**src/rtl/rename_pkg.sv**
```systemverilog
package rename_pkg;
  localparam int ARCH_REGS = 8;
  localparam int PHYS_REGS = 16;
  localparam int AW = $clog2(ARCH_REGS);
  localparam int PW = $clog2(PHYS_REGS);

  typedef logic [AW-1:0] archTag_t;
  typedef logic [PW-1:0] physTag_t;

  typedef struct packed {
    logic allocEn;    // take the lowest free tag out of the pool
    logic mapWrEn;    // point the destination entry at the new tag
    logic restoreEn;  // write back a saved mapping
    logic releaseEn;  // return a tag to the pool
  } strobes_t;
endpackage

```
**src/rtl/rename_ctrl.sv**
```systemverilog
module rename_ctrl
  import rename_pkg::*;
(
  input  logic     clk,
  input  logic     rstN,
  input  logic     reqValid,
  input  logic     relValid,
  input  logic     rstrValid,
  input  logic     freeAny,
  output logic     reqReady,
  output strobes_t strobes
);
  logic fire;

  // A restore owns the map write port for its cycle, so renames wait.
  assign reqReady = freeAny && !rstrValid;
  assign fire     = reqValid && reqReady;

  always_comb begin
    strobes           = '0;
    strobes.allocEn   = fire;
    strobes.mapWrEn   = fire;
    strobes.restoreEn = rstrValid;
    strobes.releaseEn = relValid;
  end

  a_r8_restore_blocks: assert property (@(posedge clk) disable iff (!rstN)
    rstrValid |-> !reqReady);

  a_r6_no_grant_when_empty: assert property (@(posedge clk) disable iff (!rstN)
    !freeAny |-> !strobes.allocEn);
endmodule

```
**src/rtl/rename_datapath.sv**
```systemverilog
module rename_datapath
  import rename_pkg::*;
(
  input  logic     clk,
  input  logic     rstN,
  input  strobes_t strobes,
  input  archTag_t reqSrcA,
  input  archTag_t reqSrcB,
  input  archTag_t reqDst,
  input  physTag_t relTag,
  input  archTag_t rstrArch,
  input  physTag_t rstrTag,
  output logic     freeAny,
  output physTag_t srcATag,
  output physTag_t srcBTag,
  output physTag_t dstTag,
  output physTag_t oldTag,
  output archTag_t oldArch
);
  physTag_t mapTbl [ARCH_REGS];
  logic [PHYS_REGS-1:0] freeVec;
  logic [PHYS_REGS-1:0] freeNext;
  physTag_t allocTag;

  // One register per map entry; entry i resets to physical register i.
  for (genvar g = 0; g < ARCH_REGS; g++) begin : gMap
    always_ff @(posedge clk) begin
      if (!rstN)
        mapTbl[g] <= physTag_t'(g);
      else if (strobes.restoreEn && rstrArch == archTag_t'(g))
        mapTbl[g] <= rstrTag;
      else if (strobes.mapWrEn && reqDst == archTag_t'(g))
        mapTbl[g] <= allocTag;
    end
  end

  // Lowest-index free tag wins.
  always_comb begin
    allocTag = '0;
    for (int i = PHYS_REGS - 1; i >= 0; i--)
      if (freeVec[i]) allocTag = physTag_t'(i);
  end

  assign freeAny = |freeVec;

  always_comb begin
    freeNext = freeVec;
    if (strobes.allocEn)   freeNext[allocTag] = 1'b0;
    if (strobes.releaseEn) freeNext[relTag]   = 1'b1;
  end

  always_ff @(posedge clk) begin
    if (!rstN) begin
      for (int i = 0; i < PHYS_REGS; i++)
        freeVec[i] <= (i >= ARCH_REGS);
    end else begin
      freeVec <= freeNext;
    end
  end

  // Sources read the map before this cycle's destination write lands.
  assign srcATag = mapTbl[reqSrcA];
  assign srcBTag = mapTbl[reqSrcB];
  assign oldTag  = mapTbl[reqDst];
  assign oldArch = reqDst;
  assign dstTag  = allocTag;

  a_r6_alloc_needs_free: assert property (@(posedge clk) disable iff (!rstN)
    strobes.allocEn |-> freeVec[allocTag]);

  a_r4_alloc_leaves_pool: assert property (@(posedge clk) disable iff (!rstN)
    (strobes.allocEn && !(strobes.releaseEn && relTag == allocTag))
      |=> !freeVec[$past(allocTag)]);

  a_r7_release_joins_pool: assert property (@(posedge clk) disable iff (!rstN)
    strobes.releaseEn |=> freeVec[$past(relTag)]);

  a_r2_map_takes_new_tag: assert property (@(posedge clk) disable iff (!rstN)
    (strobes.mapWrEn && !strobes.restoreEn)
      |=> mapTbl[$past(reqDst)] == $past(allocTag));

  a_r8_restore_writes_map: assert property (@(posedge clk) disable iff (!rstN)
    strobes.restoreEn |=> mapTbl[$past(rstrArch)] == $past(rstrTag));
endmodule

```
**src/rtl/rename_unit.sv**
```systemverilog
module rename_unit
  import rename_pkg::*;
(
  input  logic             clk,
  input  logic             rstN,
  input  logic             reqValid,
  input  logic [AW-1:0]    reqSrcA,
  input  logic [AW-1:0]    reqSrcB,
  input  logic [AW-1:0]    reqDst,
  output logic             reqReady,
  output logic [PW-1:0]    srcATag,
  output logic [PW-1:0]    srcBTag,
  output logic [PW-1:0]    dstTag,
  output logic [PW-1:0]    oldTag,
  output logic [AW-1:0]    oldArch,
  input  logic             relValid,
  input  logic [PW-1:0]    relTag,
  input  logic             rstrValid,
  input  logic [AW-1:0]    rstrArch,
  input  logic [PW-1:0]    rstrTag
);
  strobes_t strobes;
  logic     freeAny;

  rename_ctrl uCtrl (
    .clk       (clk),
    .rstN      (rstN),
    .reqValid  (reqValid),
    .relValid  (relValid),
    .rstrValid (rstrValid),
    .freeAny   (freeAny),
    .reqReady  (reqReady),
    .strobes   (strobes)
  );

  rename_datapath uData (
    .clk      (clk),
    .rstN     (rstN),
    .strobes  (strobes),
    .reqSrcA  (reqSrcA),
    .reqSrcB  (reqSrcB),
    .reqDst   (reqDst),
    .relTag   (relTag),
    .rstrArch (rstrArch),
    .rstrTag  (rstrTag),
    .freeAny  (freeAny),
    .srcATag  (srcATag),
    .srcBTag  (srcBTag),
    .dstTag   (dstTag),
    .oldTag   (oldTag),
    .oldArch  (oldArch)
  );
endmodule

```
**config.mk**
```make
export PLATFORM = sky130hd
export DESIGN_NAME = rename_unit
export DESIGN_NICKNAME = d
export VERILOG_FILES = /design/src/rtl/rename_pkg.sv /design/src/rtl/rename_ctrl.sv /design/src/rtl/rename_datapath.sv /design/src/rtl/rename_unit.sv
export SDC_FILE = /design/constraint.sdc
export NUM_CORES = 1
export LEC_CHECK = 0
export CAP_MARGIN = 30
export CORE_UTILIZATION = 56
export CTS_CLUSTER_DIAMETER = 50
export DETAILED_ROUTE_END_ITERATION = 10
export PLACE_DENSITY = 0.84
export SKIP_CTS_REPAIR_TIMING = 1
export SLEW_MARGIN = 20
export SYNTH_ARGS = -nofsm -noshare
export SYNTH_HDL_FRONTEND = slang
export SYNTH_SLANG_ARGS = --single-unit
```
**constraint.sdc**
```tcl
create_clock -name clk -period 2.8 [get_ports clk]
set_clock_uncertainty 0.15 [all_clocks]
set_input_delay 0.42 -clock clk [delete_from_list [all_inputs] [get_ports clk]]
set_output_delay 0.42 -clock clk [all_outputs]
set_load 0.05 [all_outputs]
```
Word-level counts from Yosys, hierarchy flattened:

Memories as Yosys holds them, arrays and structs flattened.
Cells that the tools add are included.

* ROM bits: 0
* logic and storage cells: 158
* input port bits: 25
* memories: 1
* memory bits (writable): 32
* latch bits: 0
* output and inout port bits: 20
* bits in registers: 16

Memories
* uData.mapTbl: words 8, bits a word 4, read ports 3, clocked after Yosys merged registers in 0, wr ports 8, line rename_datapath.sv:20 `physTag_t mapTbl [ARCH_REGS];`

* div/mod/pow operators: 0
* shifts and indexed selects: 0
* add/subtract/negate cells: 0
* equal/unequal tests: 14
* reduce and logical (&&, ||, !) cells: 24
* $mul: 0
* $lt $le $gt $ge: 4
* bitwise operators: 19
* multiplexer cells: 95

Operators with widths (number)
* 4-bit 2-to-1 mux: 32
* 1-bit 2-to-1 mux: 59
* 16-bit 2-to-1 mux: 2
* 3-bit == test, second input constant: 8
* 1-bit logical AND: 20
* 16-bit AND: 1
* 16-bit inverter: 1
* 1-bit bitwise OR: 16
* 16-bit bitwise OR: 1
* 16-bit OR reduction: 1
* 3-bit by 2-bit == test with 1-bit output, second input constant: 4
* 4-bit by 5-bit < comparator with 1-bit output, second input constant: 2
* 1-bit demux with 4-bit select: 2
* 4-bit by 1-bit >= comparator with 1-bit output, second input constant: 2
* 3-bit by 1-bit == test with 1-bit output, second input constant: 2
* 3-bit logical NOT: 2
* 1-bit logical NOT: 1

Longest topological paths before layout:

Gate-level depths: netlist of the first run.

* depth in word-level cells: 25
* mapped depth: 9
* depth with buffers taken out: 7

Modules after synthesis:

From an unflattened synthesis of the first run, not the netlist that was laid out.

* cell total of the unflattened synthesis: 313
* area total of the unflattened synthesis: 3309.4 sq um

Modules (own cells, without submodules)
* rename_datapath: sequential area each 1281.2 sq um, area each 3264.4 sq um, times used 1, cells an instance 307
* rename_ctrl: sequential area each 0.0 sq um, area each 45.0 sq um, times used 1, cells an instance 6

Worst setup path before layout of the first run:

No wires, ideal clock.

* path kind: input-to-output
* start: in reqDst[0]
* end: out oldTag[0]
* path buffers: 2
* setup slack: 0.212 ns
* cell stages on the path: 4
* data arrival time: 2.018 ns
* required time: 2.230 ns
* cell sequence: clkbuf_1 -> clkbuf_1 -> mux4_2 -> mux2_2

* longest elaborated chain between the ends: 1

RTL lines
* start, declared: line rename_unit.sv:9 `input logic [AW-1:0] reqDst,`
* memory 8 x 4 bit
* end, declared: line rename_unit.sv:14 `output logic [PW-1:0] oldTag,`

No other way between the ends.

Final worst setup path of the first run:

* start: in reqDst[0]
* end: out oldTag[2]

The elaborated chain is that of the path after synthesis.

==> summary.md, run 1 <==
| Metric | Value |
|---|---|
| Die X | slightly below 80 µm |
| Status | finished clean |
| H-tree depth | 2 |
| Netlist cell types | 53 |
| Register area share after synthesis | 0.388 |
| Pwr/cell area | ~430 nW/µm² |
| Final instance area | approximately 4000 µm² |
| Post-DRT Antenna Nets | 0 |
| Dpl hpwl | roughly 7000 µm |
| Die area | roughly 6200 µm² |
| Fin. max-slew vios | 0 |
| Compound-gate portion of the synthesized area | 0.174 |
| GRT Util Overall | 0.300 |
| Slowest-stage cell, CP | mux4_2 |
| Worst-path clk slew | around 0.090 ns |
| Mux share of post-synthesis cell area | 0.205 |
| RSZ-0062 raised after global routing | no |
| Syn_area_per_cell | approximately 11 µm² |
| CP delay by family, top | buffers and inverters |
| Vias post-DR | roughly 2800 |
| Post-DR vias/cell | about 6.6 |
| CP max FO | 16 |
| Insertion delay to the later sink of the worst-skew pair | about 0.31 ns |
| Cell taking the most area after synthesis | edfxtp_1 |
| Critical path class | primary input to output pin |
| First-pass DRT Iterations | 5 |
| Post-Synth XOR/XNOR Area | 0 |
| Vias in the first global route | ~2800 |
| Initial antenna violation count | 0 |
| Critical path required time | 2.23 ns |
| Setup violations, final | 0 |
| Worst Path Buf+Inv | 3 |
| Leakage | around 0.0014 µW |
| Num rows | 27 |
| Crit end category | output pin |
| Core region area | roughly 5600 µm² |
| Largest cells by area after synthesis | edfxtp_1 (29%), mux4_2 (16%), dfxtp_1 (9.7%), mux2_2 (4.1%), o21ai_0 (2.9%) |
| YS warnings | 0 |
| Final period util | 0.975 |
| Min-delay worst type | register to register |
| Post-Synth Simple-Gate Area | 0.186 |
| First-pass GRT wire length | about 14000 µm |
| Slowest cell delay on critical path | ~0.55 ns |
| Final worst setup slack | slightly above 0.07 ns |
| Maxcap violations | 0 |
| Final hold viol count | 0 |
| Final #Nets | 380 |
| Critical Path, Cell by Cell | clkdlybuf4s50_1 > buf_12 > mux4_2 > mux2_2 > buf_4 |
| I/O pin cnt | 45 |
| Asr flop ratio synth | 0 |
| Post-DP Area | 3870 µm² |
| Post-synth top cells | edfxtp_1 (32), nor2_1 (25), mux4_2 (24), nand2_1 (24), o21ai_0 (19) |
| TritonCTS buffer count | 5 |
| Least-Margin Pin Slew | between 0.7 and 0.8 ns |
| Post-Synth Adder-Cell Area | 0 |
| Setup TNS Final | 0 ns |
| Total chip power | approximately 1700 µW |
| Net Count, Synth | ~330 |
| DRC viols | 0 |
| Synthesized area | about 3300 µm² |
| Largest family of logic cells by synthesized area | multiplexers |
| Worst VDD drop | roughly 0.31 mV |
| Clk sinks | 48 |
| IO Port Bufs | 44 |
| Seq cells post-synth | between 40 and 50 |
| Max-slew headroom | 0.495 |
| Post-synth EDFFs | 32 |
| Post-synth top area share | 0.291 |
| Max Root-Sink Buffers | 2 |
| CTS tree | done |
| Top-count cell post-synth | edfxtp_1 |
| Achievable Freq | between 300 and 400 MHz |
| Area Overhead vs Synth | 20.1% |
| Min Clock Period, post-route | between 2 and 3 ns |
| Largest net degree at the start of global routing | 20 |
| Share of layout cells above drive strength 1 | 0.261 |
| Root buffer cell | clkbuf_8 |
| Worst endpoint data arrival time | between 2 and 2.5 ns |
| Wire per inst | between 20 and 25 µm |
| Die H | slightly below 80 µm |
| Post-Synthesis Cells | between 300 and 400 |
| Gr ovfl total | 0 |
| Dpl ws | between 0.07 and 0.08 ns |
| Initial core utilization | 0.588 |
| Crit path launch type | primary input |
| ANT cells | 0 |
| DR iter-0 viols | roughly 260 |
| GP Congestion | 0.884 |
| Synth Flop Type | edfxtp_1 |
| Total Wirelength | 8670 µm |
kinds of logic after synthesis:
kind of cell	after synthesis
AO/OA/AOI/OAI	76
flip-flops	48
AND/OR/NAND/NOR	114
multiplexers	36
buffers and inverters	35
layout by cell type, fill, tap and decap left out, types with 7 or more instances in the layout:
| cell type | n |
|---|---|
| edfxtp_1 | 32 |
| mux4_2 | 24 |
| dfxtp_1 | 16 |
| nand2_1 | 24 |
| o211ai_1 | 7 |
| inv_1 | 11 |
| nor2_1 | 25 |
| mux2_2 | 12 |
| o21ai_0 | 19 |
| nand3_1 | 16 |
| o22a_1 | 9 |
| buf_4 | 31 |
| a22o_1 | 10 |
| clkdlybuf4s50_1 | 24 |
registers in the layout (all words and copies together), names as in the netlist:
register,flops
uData.freeVec,16
uData.mapTbl,32
through the flow:
step,hold WS (ns),instances,utilization
floorplan,0.324,309,-
global placement,0.349,419,0.690
detailed placement,0.353,419,0.690
CTS,0.373,427,0.706
global route,0.393,428,0.707
finish,0.374,428,0.707
power by group:
part,switching [µW],total [µW],leakage [µW],internal [µW]
Sequential,25.0,808,0.000436,784
Clock,241,414,0.0000378,173
Combinational,283,490,0.000911,206
routing by layer:
metal / GRT usage / up-vias / part of all wire / wire, µm
li1: - / 1298 / - / -
met1: 0.329 / 1344 / 0.37 / 3170
met2: 0.531 / 150 / 0.52 / 4490
met3: 0.0529 / 47 / 0.062 / 541
met4: 0.198 / 0 / 0.053 / 459
met5: 0 / - / 0 / 0
final timing paths:
kind | start | end | slack, ns | cells past startpoint
max reg2reg | uData.freeVec[3] | uData.mapTbl[4][1] | 0.27 | 6
min reg2reg | uData.freeVec[13] | uData.freeVec[13] | 0.37 | 1
min | uData.freeVec[13] | uData.freeVec[13] | 0.37 | 1
max | reqDst[0] | oldTag[2] | 0.07 | 5
layout make-up:
class | count | area (µm²)
multi-input combinational | 226 | 1860
sequential | 48 | 1280
inverter | 12 | 45.0
tap | 72 | 90.1
fill | 428 | 1650
timing repair buffer | 62 | 597
clock buffer | 5 | 68.8
clock inverter | 3 | 18.8
worst register-to-register path: cells and delay by family (launching register included):
family,cells,cell delay (ns)
AND/OR/NAND/NOR,5,1.57
AO/OA/AOI/OAI,1,0.15
flip-flops,1,0.38
No activity file was read; power rests on OpenSTA's default activity.
==> inputs of run 2 (changes only) <==
--- a/config.mk
+++ b/config.mk
@@ -7,8 +7,8 @@
 export LEC_CHECK = 0
 export CAP_MARGIN = 30
-export CORE_UTILIZATION = 56
+export CORE_UTILIZATION = 51
 export CTS_CLUSTER_DIAMETER = 50
 export DETAILED_ROUTE_END_ITERATION = 10
-export PLACE_DENSITY = 0.84
+export PLACE_DENSITY = 0.78
 export SKIP_CTS_REPAIR_TIMING = 1
 export SLEW_MARGIN = 20
==> constraint.sdc (replaced) <==
create_clock -name clk -period 2.8 [get_ports clk]
set_clock_uncertainty 0.15 [all_clocks]
set_input_delay 0.56 -clock clk [delete_from_list [all_inputs] [get_ports clk]]
set_output_delay 0.56 -clock clk [all_outputs]
set_load 0.05 [all_outputs]
==> run 2 against run 1 <==
Critical path depth did not move. Routed wire length is 4.1% higher. Sequential share of layout area is 1.6 points lower. Power rose by 8.8%. Sequential power about the same. Non-clock buffer count increased by 7. Worst setup slack improved by 0.010 ns. Count of clock-buffer cells in the layout grew 1. Combinational power grew 5.9%. Critical endpoint is now oldTag[1]. Highest routed layer unchanged.
==> summary.md, run 2 (same netlist as run 1, synthesis figures left out) <==
| Metric | Value |
|---|---|
| Post-DR vias/cell | 6.68 |
| Min Clock Period, post-route | between 2 and 3 ns |
| Wire per inst | 20.6 µm |
| Post-DRT Antenna Nets | 0 |
| Achievable Freq | around 370 MHz |
| First-pass GRT wire length | 14300 µm |
| Num rows | 28 |
| Total Wirelength | 9020 µm |
| Final hold viol count | 0 |
| DRC viols | 0 |
| Worst VDD drop | roughly 0.26 mV |
| ANT cells | 0 |
| Status | finished clean |
| Register with the most flip-flops | uData.mapTbl |
| Core region area | between 6000 and 7000 µm² |
| Critical path class | primary input to output pin |
| Critical Path, Cell by Cell | clkdlybuf4s50_1 > buf_12 > mux4_2 > mux2_2 > buf_4 |
| DR iter-0 viols | roughly 180 |
| Area Overhead vs Synth | 26.3% |
| Pwr/cell area | approximately 450 nW/µm² |
| Initial core utilization | 0.544 |
| Most common cell after layout, fill and taps aside | edfxtp_1 |
| RSZ-0062 raised after global routing | no |
| IO Port Bufs | 44 |
| Fin. max-slew vios | 0 |
| Final period util | 0.971 |
| Die area | roughly 6800 µm² |
| First-pass DRT Iterations | 5 |
| TritonCTS buffer count | 5 |
| Setup violations, final | 0 |
| Maxcap violations | 0 |
| Worst endpoint data arrival time | roughly 2.0 ns |
| CP max FO | 16 |
| Die X | just over 80 µm |
| Gr ovfl total | 0 |
| H-tree depth | 2 |
| GRT Util Overall | 0.291 |
| Dpl hpwl | 6880 µm |
| Vias post-DR | approximately 2900 |
| Root buffer cell | clkbuf_8 |
| CP delay by family, top | buffers and inverters |
| Most frequent cells in the layout | edfxtp_1 (32), buf_4 (30), nor2_1 (25) |
| CTS tree | done |
| Dpl ws | -0.117 ns |
| Slowest-stage cell, CP | clkdlybuf4s50_1 |
| Min-delay worst type | register to register |
| GP Congestion | a little over 0.9 |
| Max Root-Sink Buffers | 2 |
| Worst Path Buf+Inv | 3 |
| Max reg flops | 32 |
| Insertion delay to the later sink of the worst-skew pair | approximately 0.31 ns |
| Share of layout cells above drive strength 1 | 0.281 |
| Crit path launch type | primary input |
| Final worst setup slack | between 0.08 and 0.09 ns |
| Critical path required time | 2.09 ns |
| Least-Margin Pin Slew | roughly 0.55 ns |
| I/O pin cnt | between 40 and 50 |
| Initial antenna violation count | 0 |
| Max-slew headroom | 0.635 |
| Die H | around 82 µm |
| Crit end category | output pin |
| Hold WS | 0.383 ns |
| Leakage | roughly 0.0015 µW |
| Worst-path clk slew | about 0.090 ns |
| Setup TNS Final | 0 ns |
| Final #Nets | a little under 400 |
| Largest regs | uData.mapTbl: 32 flops, uData.freeVec: 16 flops |
| Largest net degree at the start of global routing | 18 |
| Vias in the first global route | just under 3000 |
| Clk sinks | 48 |
| Slowest cell delay on critical path | around 0.5 ns |
run 2: layout make-up:
type / count / area (µm²)
Fill cell: 458 / 1900
Multi-Input combinational cell: 226 / 1860
Sequential cell: 48 / 1280
Timing Repair Buffer: 69 / 761
Tap cell: 75 / 93.8
Clock buffer: 6 / 82.6
Inverter: 12 / 45.0
Clock inverter: 2 / 38.8
run 2: per-stage QoR:
step           utilization  instances  total power [µW]  instance area (µm²)
2_1_floorplan            -        309              1130                 3300
3_3_place_gp         0.659        428              1320                 4000
3_5_place_dp         0.659        428              1330                 4000
4_1_cts              0.679        436              1850                 4120
5_1_grt              0.687        438              1920                 4160
6_report             0.687        438              1860                 4160
run 2: layer usage:
metal  up-vias  global-route usage  routed length, µm
met4         0               0.165                409
met3        48              0.0549                808
met1      1356               0.343               3410
met2       206               0.497               4390
met5         -                   0                  0
li1       1317                   -                  -
run 2: worst paths after layout:
path / endpoint / slack, ns / from / cells past startpoint
setup / recovery: oldTag[1] / 0.08 / reqDst[1] / 5
hold reg to reg: uData.freeVec[1] / 0.38 / uData.freeVec[1] / 2
hold / removal: uData.freeVec[1] / 0.38 / uData.freeVec[1] / 2
setup reg to reg: uData.mapTbl[4][3] / 0.35 / uData.freeVec[5] / 6
run 2: power breakdown:
group / switching (µW) / internal [µW] / leakage (µW)
logic: 289 / 230 / 0.00101
registers: 26.1 / 784 / 0.000436
clock network: 242 / 292 / 0.0000614
run 2: tightest hold or removal path, cell delays in order (launching register included):
cell and delay, ns:
dfxtp_1 0.35, o21ai_0 0.07, a21boi_0 0.07
==> inputs of run 3 (changes only) <==
==> constraint.sdc (replaced) <==
create_clock -name clk -period 2.8 [get_ports clk]
set_clock_uncertainty 0.15 [all_clocks]
set_input_delay 0.42 -clock clk [delete_from_list [all_inputs] [get_ports clk]]
set_output_delay 0.42 -clock clk [all_outputs]
set_load 0.05 [all_outputs]
==> run 3 against run 2 <==
Count of clock-buffer cells in the layout fell by 1. Flip-flop and latch count did not move. Sequential power barely moved. Worst setup slack got worse by 0.00091 ns. Die area did not move. Final cell count fell by 1.6%. Combinational power fell by 5.2%. Clock power fell by 6.0%. Routed wire length fell by 4.2%. First-iteration DRC count rose by 7.1%. Cell area fell by 4.1%. Global-route usage fell by 1.1 points. Critical path type is now register to output pin. Largest cell class unchanged.
==> summary.md, run 3 (same netlist as run 1, synthesis figures left out) <==
| Metric | Value |
|---|---|
| Wire per inst | 20.1 µm |
| Achievable Freq | around 370 MHz |
| Critical path class | register to output pin |
| IO Port Bufs | between 40 and 50 |
| Insertion delay to the later sink of the worst-skew pair | between 0.3 and 0.4 ns |
| Largest regs | uData.mapTbl: 32 flops, uData.freeVec: 16 flops |
| I/O pin cnt | 45 |
| DRC viols | 0 |
| Root buffer cell | clkbuf_8 |
| Max Root-Sink Buffers | 2 |
| Placed insts | about 420 |
| Crit end category | output pin |
| RSZ-0062 raised after global routing | no |
| CP max FO | 5 |
| Setup violations, final | 0 |
| Share of layout cells above drive strength 1 | 0.264 |
| Vias post-DR | 2858 |
| Area Overhead vs Synth | 21.1% |
| Final period util | 0.971 |
| Critical path required time | between 2 and 2.5 ns |
| Final #Nets | 380 |
| Setup TNS Final | 0 ns |
| Pwr/cell area | 451 nW/µm² |
| Die H | 82.4 µm |
| Register with the most flip-flops | uData.mapTbl |
| Worst endpoint data arrival time | between 2 and 2.5 ns |
| ANT cells | 0 |
| Final hold viol count | 0 |
| Total Wirelength | around 8600 µm |
| Clk sinks | 48 |
| Crit path launch type | register |
| TritonCTS buffer count | 5 |
| H-tree depth | 2 |
| Status | finished clean |
| GP Congestion | ~0.88 |
| Worst VDD drop | roughly 0.24 mV |
| DR iter-0 viols | slightly below 200 |
| GRT Util Overall | 0.280 |
| Leakage | around 0.0014 µW |
| Dpl hpwl | 6820 µm |
| Die area | about 6800 µm² |
| Min Clock Period, post-route | 2.72 ns |
| Max-slew headroom | 0.406 |
| Worst-path clk slew | about 0.10 ns |
| Maxcap violations | 0 |
| Post-DRT Antenna Nets | 0 |
| Most frequent cells in the layout | buf_4 (32), edfxtp_1 (32), nor2_1 (25) |
| Fin. max-slew vios | 0 |
| Fill count | around 450 |
| Post-DR vias/cell | between 6 and 7 |
| Max reg flops | 32 |
| CTS tree | done |
| Slowest cell delay on critical path | 0.48 ns |
| Register area | between 1000 and 1500 µm² |
| Num rows | 28 |
| Least-Margin Pin Slew | slightly below 0.9 ns |
| Non-filler instance count after layout | roughly 430 |
| Largest net degree at the start of global routing | 18 |
| Multi-input gate area | about 1900 µm² |
| Die X | ~82 µm |
| Core region area | slightly above 6000 µm² |
| Initial antenna violation count | 0 |
| Gr ovfl total | 0 |
| First-pass DRT Iterations | 5 |
| R2r setup slk | about 0.23 ns |
| Vias in the first global route | 2839 |
| Slowest-stage cell, CP | a2111oi_0 |
| Critical Path, Cell by Cell | nor2_1 > a221o_1 > a2111oi_0 > or3_1 > buf_12 |
| First-pass GRT wire length | approximately 14000 µm |
| Min-delay worst type | register to register |
| Initial core utilization | 0.544 |
==> run 3: changes by cell type in the layout (fill, tap and decap cells not counted), moves of 2 or more <==
cell and change:
buf_12 -6, clkdlybuf4s50_1 +3, dlymetal6s2s_1 -3, buf_4 +2, buf_6 -2
==> run 3: final timing paths <==
path,cells after the start,to,startpoint
max reg2reg,6,uData.mapTbl[4][3],uData.freeVec[3]
min reg2reg,2,uData.freeVec[1],uData.freeVec[1]
min,2,uData.freeVec[1],uData.freeVec[1]
max,5,dstTag[0],uData.freeVec[11]
==> run 3: area by class of cell <==
type                    instances  share of cell area
clock buffers                   5              0.0172
clock inverters                 3              0.0107
inverters                      12              0.0113
multi-input cells             226               0.466
flip-flops and latches         48               0.321
well taps                      75              0.0235
repair buffers                 62               0.150
==> run 3: power by group <==
part / switching, µW / leakage, µW / internal (µW)
logic: 285 / 0.000914 / 207
registers: 24.0 / 0.000436 / 783
clock network: 237 / 0.0000558 / 265
total: 546 / 0.00141 / 1250
==> run 3: critical path: cells and delay by family (launching register included) <==
| family | cells | cell delay (ns) |
|---|---|---|
| buffers and inverters | 1 | 0.18 |
| AO/OA/AOI/OAI | 2 | 0.84 |
| flip-flops | 1 | 0.41 |
| AND/OR/NAND/NOR | 2 | 0.40 |
==> run 3: stage by stage <==
step	hold WS, ns	total power, µW	cell area, µm²	setup slack (ns)	util
after floorplan	0.324	1130	3300	0.212	-
after detailed placement	0.354	1310	3880	0.106	0.641
after global routing	0.401	1860	3990	0.0268	0.659
after global placement	0.349	1300	3880	0.130	0.641
final	0.363	1800	3990	0.0798	0.659
after CTS	0.366	1800	3990	0.116	0.659
==> run 3: metal layers <==
metal / vias to the layer above / track usage / wire length, µm
li1: 1301 / - / -
met1: 1354 / 0.302 / 3240
met2: 159 / 0.512 / 4380
met3: 44 / 0.0527 / 613
met4: 0 / 0.156 / 404
met5: - / 0 / 0
